--- config.mk ---
export PLATFORM = sky130hd
export DESIGN_NAME = fskFrameDemod
export DESIGN_NICKNAME = d
export VERILOG_FILES = /design/src/rtl/fskDemodPkg.sv /design/src/rtl/fskCycleCtrl.sv /design/src/rtl/fskFrameDatapath.sv /design/src/rtl/fskFrameDemod.sv
export SDC_FILE = /design/constraint.sdc
export NUM_CORES = 1
export LEC_CHECK = 0
export ABC_AREA = 0
export CAP_MARGIN = 20
export CORE_UTILIZATION = 35
export DETAILED_ROUTE_END_ITERATION = 10
export DONT_BUFFER_PORTS = 1
export PLACE_DENSITY = 0.53
export SYNTH_ARGS = -nofsm -noshare
export SYNTH_HDL_FRONTEND = slang
export SYNTH_HIERARCHICAL = 1
export SYNTH_SLANG_ARGS = --single-unit
--- constraint.sdc ---
create_clock -name clk -period 8.4 [get_ports clk]
set_input_delay 0.84 -clock clk [delete_from_list [all_inputs] [get_ports clk]]
set_output_delay 0.84 -clock clk [all_outputs]
set_load 0.02 [all_outputs]
--- src/rtl/fskDemodPkg.sv ---
package fskDemodPkg;

  // strobes from the crossing/measurement control into the bit datapath
  typedef struct packed {
    logic shiftEn;   // append bitVal to the register
    logic bitVal;    // decoded bit value
    logic clearReg;  // discard the whole register
  } demodStrobe_t;

endpackage

--- src/rtl/fskCycleCtrl.sv ---
module fskCycleCtrl
  import fskDemodPkg::*;
#(
  parameter int unsigned SAMPLE_RATE    = 2000000,
  parameter int unsigned FREQ_LO        = 123200,
  parameter int unsigned FREQ_HI        = 134200,
  parameter int unsigned CYCLES_PER_BIT = 16,
  parameter int unsigned CNT_W          = 10
) (
  input  logic         clk,
  input  logic         rstN,
  input  logic         sampleValid,
  input  logic         sampleBit,
  output demodStrobe_t strobe
);

  localparam int unsigned CENTRE_LO = (SAMPLE_RATE * CYCLES_PER_BIT) / FREQ_LO;
  localparam int unsigned CENTRE_HI = (SAMPLE_RATE * CYCLES_PER_BIT) / FREQ_HI;
  localparam int unsigned HALF_WIN  = (CENTRE_LO - CENTRE_HI + 1) >> 1;
  localparam int unsigned CYC_W     = $clog2(CYCLES_PER_BIT);
  localparam int unsigned CNT_MAX   = (1 << CNT_W) - 1;

  logic             prevBit;
  logic [CYC_W-1:0] cycCnt;
  logic [CNT_W-1:0] sampCnt;
  logic [CNT_W:0]   measured;
  logic             rise, mark, inLo, inHi;

  assign rise     = sampleValid && sampleBit && !prevBit;
  assign mark     = rise && (cycCnt == CYC_W'(CYCLES_PER_BIT - 1));
  assign measured = {1'b0, sampCnt} + (CNT_W + 1)'(1);
  assign inLo     = (32'(measured) > (CENTRE_LO - HALF_WIN)) &&
                    (32'(measured) < (CENTRE_LO + HALF_WIN));
  assign inHi     = (32'(measured) > (CENTRE_HI - HALF_WIN)) &&
                    (32'(measured) < (CENTRE_HI + HALF_WIN));

  always_ff @(posedge clk) begin
    if (!rstN) begin
      prevBit <= 1'b1;
      cycCnt  <= '0;
      sampCnt <= '0;
      strobe  <= '0;
    end else begin
      strobe <= '0;
      if (sampleValid) begin
        prevBit <= sampleBit;
        if (rise) cycCnt <= mark ? '0 : cycCnt + 1'b1;
        if (mark) begin
          sampCnt         <= '0;
          strobe.shiftEn  <= inLo || inHi;
          strobe.bitVal   <= inLo;
          strobe.clearReg <= !(inLo || inHi);
        end else if (sampCnt != CNT_W'(CNT_MAX)) begin
          sampCnt <= sampCnt + 1'b1;
        end
      end
    end
  end

  // a stalled count stays pinned at its ceiling
  assert_count_saturates_R4: assert property (@(posedge clk) disable iff (!rstN)
    (sampleValid && !mark && sampCnt == CNT_W'(CNT_MAX)) |=> sampCnt == CNT_W'(CNT_MAX));

  // every decision follows a valid positive sample
  assert_strobe_after_rise_R1: assert property (@(posedge clk) disable iff (!rstN)
    (strobe.shiftEn || strobe.clearReg) |-> $past(sampleValid && sampleBit));

endmodule

--- src/rtl/fskFrameDatapath.sv ---
module fskFrameDatapath
  import fskDemodPkg::*;
#(
  parameter int unsigned DATA_W   = 64,
  parameter int unsigned CRC_W    = 16,
  parameter logic [15:0] CRC_POLY = 16'h1021,
  parameter int unsigned ZERO_RUN = 17,
  parameter int unsigned ONE_RUN  = 6,
  parameter int unsigned IDENT_W  = 15
) (
  input  logic              clk,
  input  logic              rstN,
  input  demodStrobe_t      strobe,
  output logic              frameFound,
  output logic [DATA_W-1:0] dataOut,
  output logic [CRC_W-1:0]  crcOut,
  output logic              rewritable,
  output logic              identMatch,
  output logic              crcGood
);

  localparam int unsigned MARK_W    = 8;
  localparam int unsigned SYNC_W    = ZERO_RUN + ONE_RUN;
  localparam int unsigned START_LSB = SYNC_W + 1 - MARK_W;
  localparam int unsigned DATA_LSB  = SYNC_W + 1;
  localparam int unsigned CRC_LSB   = DATA_LSB + DATA_W;
  localparam int unsigned END_LSB   = CRC_LSB + CRC_W;
  localparam int unsigned RW_BIT    = END_LSB + MARK_W - 1;
  localparam int unsigned IDENT_LSB = END_LSB + MARK_W;
  localparam int unsigned FRAME_W   = IDENT_LSB + IDENT_W + 1;
  localparam logic [SYNC_W-1:0] SYNC_PAT = SYNC_W'(((64'd1 << ONE_RUN) - 1) << ZERO_RUN);

  logic [FRAME_W-1:0] shiftReg;
  logic               shiftedQ;
  logic               syncHit, endHit;
  logic [DATA_W-1:0]  dataField;
  logic [CRC_W-1:0]   crcField, crcCalc;

  function automatic logic [CRC_W-1:0] crcOver(input logic [DATA_W-1:0] d);
    logic [CRC_W-1:0] c;
    logic             fb;
    c = '0;
    for (int i = 0; i < DATA_W; i++) begin
      fb = c[CRC_W-1] ^ d[i];
      c  = {c[CRC_W-2:0], 1'b0};
      if (fb) c = c ^ CRC_W'(CRC_POLY);
    end
    return c;
  endfunction

  assign dataField = shiftReg[CRC_LSB-1:DATA_LSB];
  assign crcField  = shiftReg[END_LSB-1:CRC_LSB];
  assign crcCalc   = crcOver(dataField);
  assign syncHit   = (shiftReg[SYNC_W-1:0] == SYNC_PAT);
  assign endHit    = (shiftReg[START_LSB+MARK_W-1:START_LSB] ==
                      shiftReg[END_LSB+MARK_W-1:END_LSB]);

  always_ff @(posedge clk) begin
    if (!rstN) begin
      shiftReg <= '0;
      shiftedQ <= 1'b0;
    end else begin
      shiftedQ <= strobe.shiftEn;
      if (strobe.clearReg)     shiftReg <= '0;
      else if (strobe.shiftEn) shiftReg <= {strobe.bitVal, shiftReg[FRAME_W-1:1]};
    end
  end

  always_ff @(posedge clk) begin
    if (!rstN) begin
      frameFound <= 1'b0;
      dataOut    <= '0;
      crcOut     <= '0;
      rewritable <= 1'b0;
      identMatch <= 1'b0;
      crcGood    <= 1'b0;
    end else begin
      frameFound <= 1'b0;
      if (shiftedQ && syncHit && endHit) begin
        frameFound <= 1'b1;
        dataOut    <= dataField;
        crcOut     <= crcField;
        rewritable <= shiftReg[RW_BIT];
        identMatch <= shiftReg[RW_BIT] &&
                      (shiftReg[IDENT_LSB+IDENT_W-1:IDENT_LSB] == dataField[IDENT_W-1:0]);
        crcGood    <= (crcCalc == crcField);
      end
    end
  end

  // an out-of-window decision empties the register
  assert_clear_empties_R3: assert property (@(posedge clk) disable iff (!rstN)
    strobe.clearReg |=> shiftReg == '0);

  // new bit lands on top, the rest move down one place
  assert_shift_right_R5: assert property (@(posedge clk) disable iff (!rstN)
    (strobe.shiftEn && !strobe.clearReg) |=>
      shiftReg == {$past(strobe.bitVal), $past(shiftReg[FRAME_W-1:1])});

  // found strobe never lasts two clocks
  assert_single_pulse_R6: assert property (@(posedge clk) disable iff (!rstN)
    frameFound |=> !frameFound);

  // identity agreement only reported for rewritable tags
  assert_ident_needs_rw_R8: assert property (@(posedge clk) disable iff (!rstN)
    identMatch |-> rewritable);

  // latched fields only move together with a found pulse
  assert_fields_hold_R10: assert property (@(posedge clk) disable iff (!rstN)
    !frameFound |-> ($stable(dataOut) && $stable(crcOut) && $stable(crcGood)));

endmodule

--- src/rtl/fskFrameDemod.sv ---
module fskFrameDemod
  import fskDemodPkg::*;
#(
  parameter int unsigned SAMPLE_RATE    = 2000000,
  parameter int unsigned FREQ_LO        = 123200,
  parameter int unsigned FREQ_HI        = 134200,
  parameter int unsigned CYCLES_PER_BIT = 16,
  parameter int unsigned CNT_W          = 10,
  parameter int unsigned DATA_W         = 64,
  parameter int unsigned CRC_W          = 16,
  parameter logic [15:0] CRC_POLY       = 16'h1021
) (
  input  logic              clk,
  input  logic              rstN,
  input  logic              sampleValid,
  input  logic              sampleBit,
  output logic              frameFound,
  output logic [DATA_W-1:0] dataOut,
  output logic [CRC_W-1:0]  crcOut,
  output logic              rewritable,
  output logic              identMatch,
  output logic              crcGood
);

  demodStrobe_t strobe;

  fskCycleCtrl #(
    .SAMPLE_RATE(SAMPLE_RATE), .FREQ_LO(FREQ_LO), .FREQ_HI(FREQ_HI),
    .CYCLES_PER_BIT(CYCLES_PER_BIT), .CNT_W(CNT_W)
  ) ctrl_i (
    .clk(clk), .rstN(rstN), .sampleValid(sampleValid),
    .sampleBit(sampleBit), .strobe(strobe)
  );

  fskFrameDatapath #(
    .DATA_W(DATA_W), .CRC_W(CRC_W), .CRC_POLY(CRC_POLY)
  ) dp_i (
    .clk(clk), .rstN(rstN), .strobe(strobe), .frameFound(frameFound),
    .dataOut(dataOut), .crcOut(crcOut), .rewritable(rewritable),
    .identMatch(identMatch), .crcGood(crcGood)
  );

endmodule

==> reports/results.tsv <==
metric	value	unit
number of DRC markers in iteration 0	373	
Num CTS Buffers	27	
met1 WL	12700	µm
DRT Pass-1 Iters	4	
number of global-route vias before repair	6959	
outcome	finished, final reports clean	
Netlist Area Pre-Place	11700	µm²
Critical Setup Path Class	reg -> reg	
first-pass GRT wire length	40900	µm
P_leak	4.41	nW
area grow syn2layout	9.15	%
Critical Path End Type	flip-flop	
pre-CTS setup slack	3.87	ns
asr flop ratio synth	0	
post-route minimum period	4.53	ns
Startpoint Class	flip-flop	
Final Total Pwr	2.20	mW
syn avg cell area	10.7	µm²
worst hold-check path type	in -> reg	
routability cong.	0.826	
Peak VDD IR	0.000123	V
fin worst setup slack	3.87	ns
remaining global-route overflow	0	
clock slew at reported path FFs	0.06	ns
Port Buffer Count	0	
final worst-path cycle share	0.540	
die span in x	185	µm
CP Data Arrival Time	4.97	ns
I/O pins	88	
Seq cells post-synth	231	
Mapped Cells	1098	
initial core utilization	0.358	
routed wl met2	11000	µm
max_slew headroom	0.325	
core area	32800	µm²
setup TNS	0	ns
ys flop type	dfxtp_1	
Core Rows	66	
commonest non-fill, non-tap cell in the layout	dfxtp_1	
DRT antenna net count	0	
Final Skew	0.00564	ns
Clock Tree Buf Depth	3	
dpl hpwl	17800	µm
hold_buf cts	0	
via count	7172	
Final Slew Violations	0	
Synth Warn #	6	
postcts setup bufs	0	
share of post-route cells with drive strength above 1	0.0633	
worst hold margin	0.413	ns
f_max	221	MHz
Die H	185	µm
largest net degree at the start of global routing	103	
DR top layer	met4	
post_cts resized	0	
H-tree Lvls	1	
WL met3	1540	µm
endpoints failing setup	0	
Fin. Hold Viols	0	
vias per cell	4.73	
Cell variety after synth	64	
cell area power density	172	nW/µm²
Antenna diodes	0	
# Max-Cap Violations	0	
total wire length	25800	µm
Finished Layout Cells	1516	
sequential fraction of the synthesis area	0.394	
DR WL/cell	17.0	µm
most frequent cells in the layout	230 x dfxtp_1, 211 x mux2i_1, 138 x nor2_1, 109 x xnor2_1, 86 x nor2b_1	
All-Layer GR Usage	0.151	
CTS Sinks	231	
root buffer cell	clkbuf_16	
initial antenna violation count	0	
Clock Latency Late Sink	0.53	ns
Critical Path Fanout Max	9	
CTS tree	yes	
Slew @ Worst Pin	1.01	ns
die area	34200	µm²
Post-Place Cells	1470	
RSZ-0062 raised after global routing	no	
fin nets	1064	
WP data required	8.84	ns
number of synthesized flops with an enable pin	0	
number of remaining DRC errors	0	
Synth Net Count	1105	
[layout make-up]
class,count,area [µm²]
Inverter,6,22.5
Timing Repair Buffer,5,37.5
Clock buffer,39,761
Fill cell,3292,20000
Multi-Input combinational cell,786,6750
Sequential cell,231,4630
Tap cell,442,553
Clock inverter,7,45.0
[power by group]
part	internal, mW	switching [mW]	total [mW]
clock	0.623	0.450	1.07
sequential	1.10	0.00248	1.10
combinational	0.0103	0.0158	0.0261
[final timing paths]
| kind | slack [ns] | cells past startpoint | from | end |
|---|---|---|---|---|
| setup / recovery | 3.87 | 11 | dp_i/shiftReg[27] | dp_i/crcGood |
| hold / removal | 0.41 | 1 | rstN | ctrl_i/prevBit |
| setup reg to reg | 3.87 | 11 | dp_i/shiftReg[27] | dp_i/crcGood |
| hold reg to reg | 0.47 | 2 | ctrl_i/strobe[1] | dp_i/shiftReg[127] |
[worst max-delay path, stage by stage, from the launching register on]
cell and delay (ns):
dfxtp_1 0.54, xor3_2 0.58, xnor3_1 0.41, xor3_2 0.47, xnor3_2 0.42, xor3_2 0.29, xnor3_1 0.40, or3_1 0.39
a211o_1 0.31, a221oi_2 0.25, o221ai_2 0.13, o32ai_2 0.25
[sequential cells by signal (all words and copies together), names as in the netlist]
name and flops:
ctrl_i/cycCnt 4, ctrl_i/prevBit 1, ctrl_i/sampCnt 10, ctrl_i/strobe 3, dp_i/crcGood 1, dp_i/crcOut 16, dp_i/dataOut 64, dp_i/frameFound 1
dp_i/identMatch 1, dp_i/rewritable 1, dp_i/shiftReg 128, dp_i/shiftedQ 1
[routing by layer]
layer / vias up / global-route usage
met1: 3378 / 0.218
met5: - / 0
li1: 3635 / -
met4: 0 / 0.0370
met2: 126 / 0.226
met3: 33 / 0.0352
[metrics by stage]
stage,utilization,instance area (µm²)
after detailed placement,0.366,12000
final,0.390,12800
after floorplan,-,11700
after CTS,0.390,12800
after global routing,0.390,12800
after global placement,0.366,12000
[Yosys cell counts, types with 4 or more instances]
cell | count | area share
o31ai_1 | 4 | 0.0026
xor3_2 | 4 | 0.0085
nor2_1 | 138 | 0.044
and2_1 | 9 | 0.0048
xnor3_1 | 39 | 0.075
xnor2_1 | 109 | 0.081
xor3_1 | 10 | 0.020
a21boi_0 | 4 | 0.0026
mux2i_1 | 211 | 0.18
nor2b_1 | 86 | 0.046
nand4_1 | 6 | 0.0032
nor4_1 | 5 | 0.0027
o21ai_0 | 11 | 0.0047
xor2_1 | 33 | 0.025
nand3_1 | 11 | 0.0047
buf_4 | 6 | 0.0038
buf_1 | 14 | 0.0045
a21oi_1 | 11 | 0.0047
buf_2 | 11 | 0.0047
nor3_1 | 10 | 0.0043
inv_1 | 6 | 0.0019
nand2b_1 | 6 | 0.0032
nand2_1 | 17 | 0.0054
or3_1 | 7 | 0.0037
dfxtp_1 | 231 | 0.39
clkbuf_1 | 41 | 0.013
[cell families after synthesis]
kind of cell	after synthesis	synth area share
buffers and inverters	81	0.0309
adders and majority gates	3	0.00320
AOI/OAI and AO/OA	55	0.0334
and+or+nand+nor	315	0.137
muxes	212	0.181
DFF	231	0.394
xor gates and xnor gates	201	0.220
No activity file was read; power rests on OpenSTA's default activity.
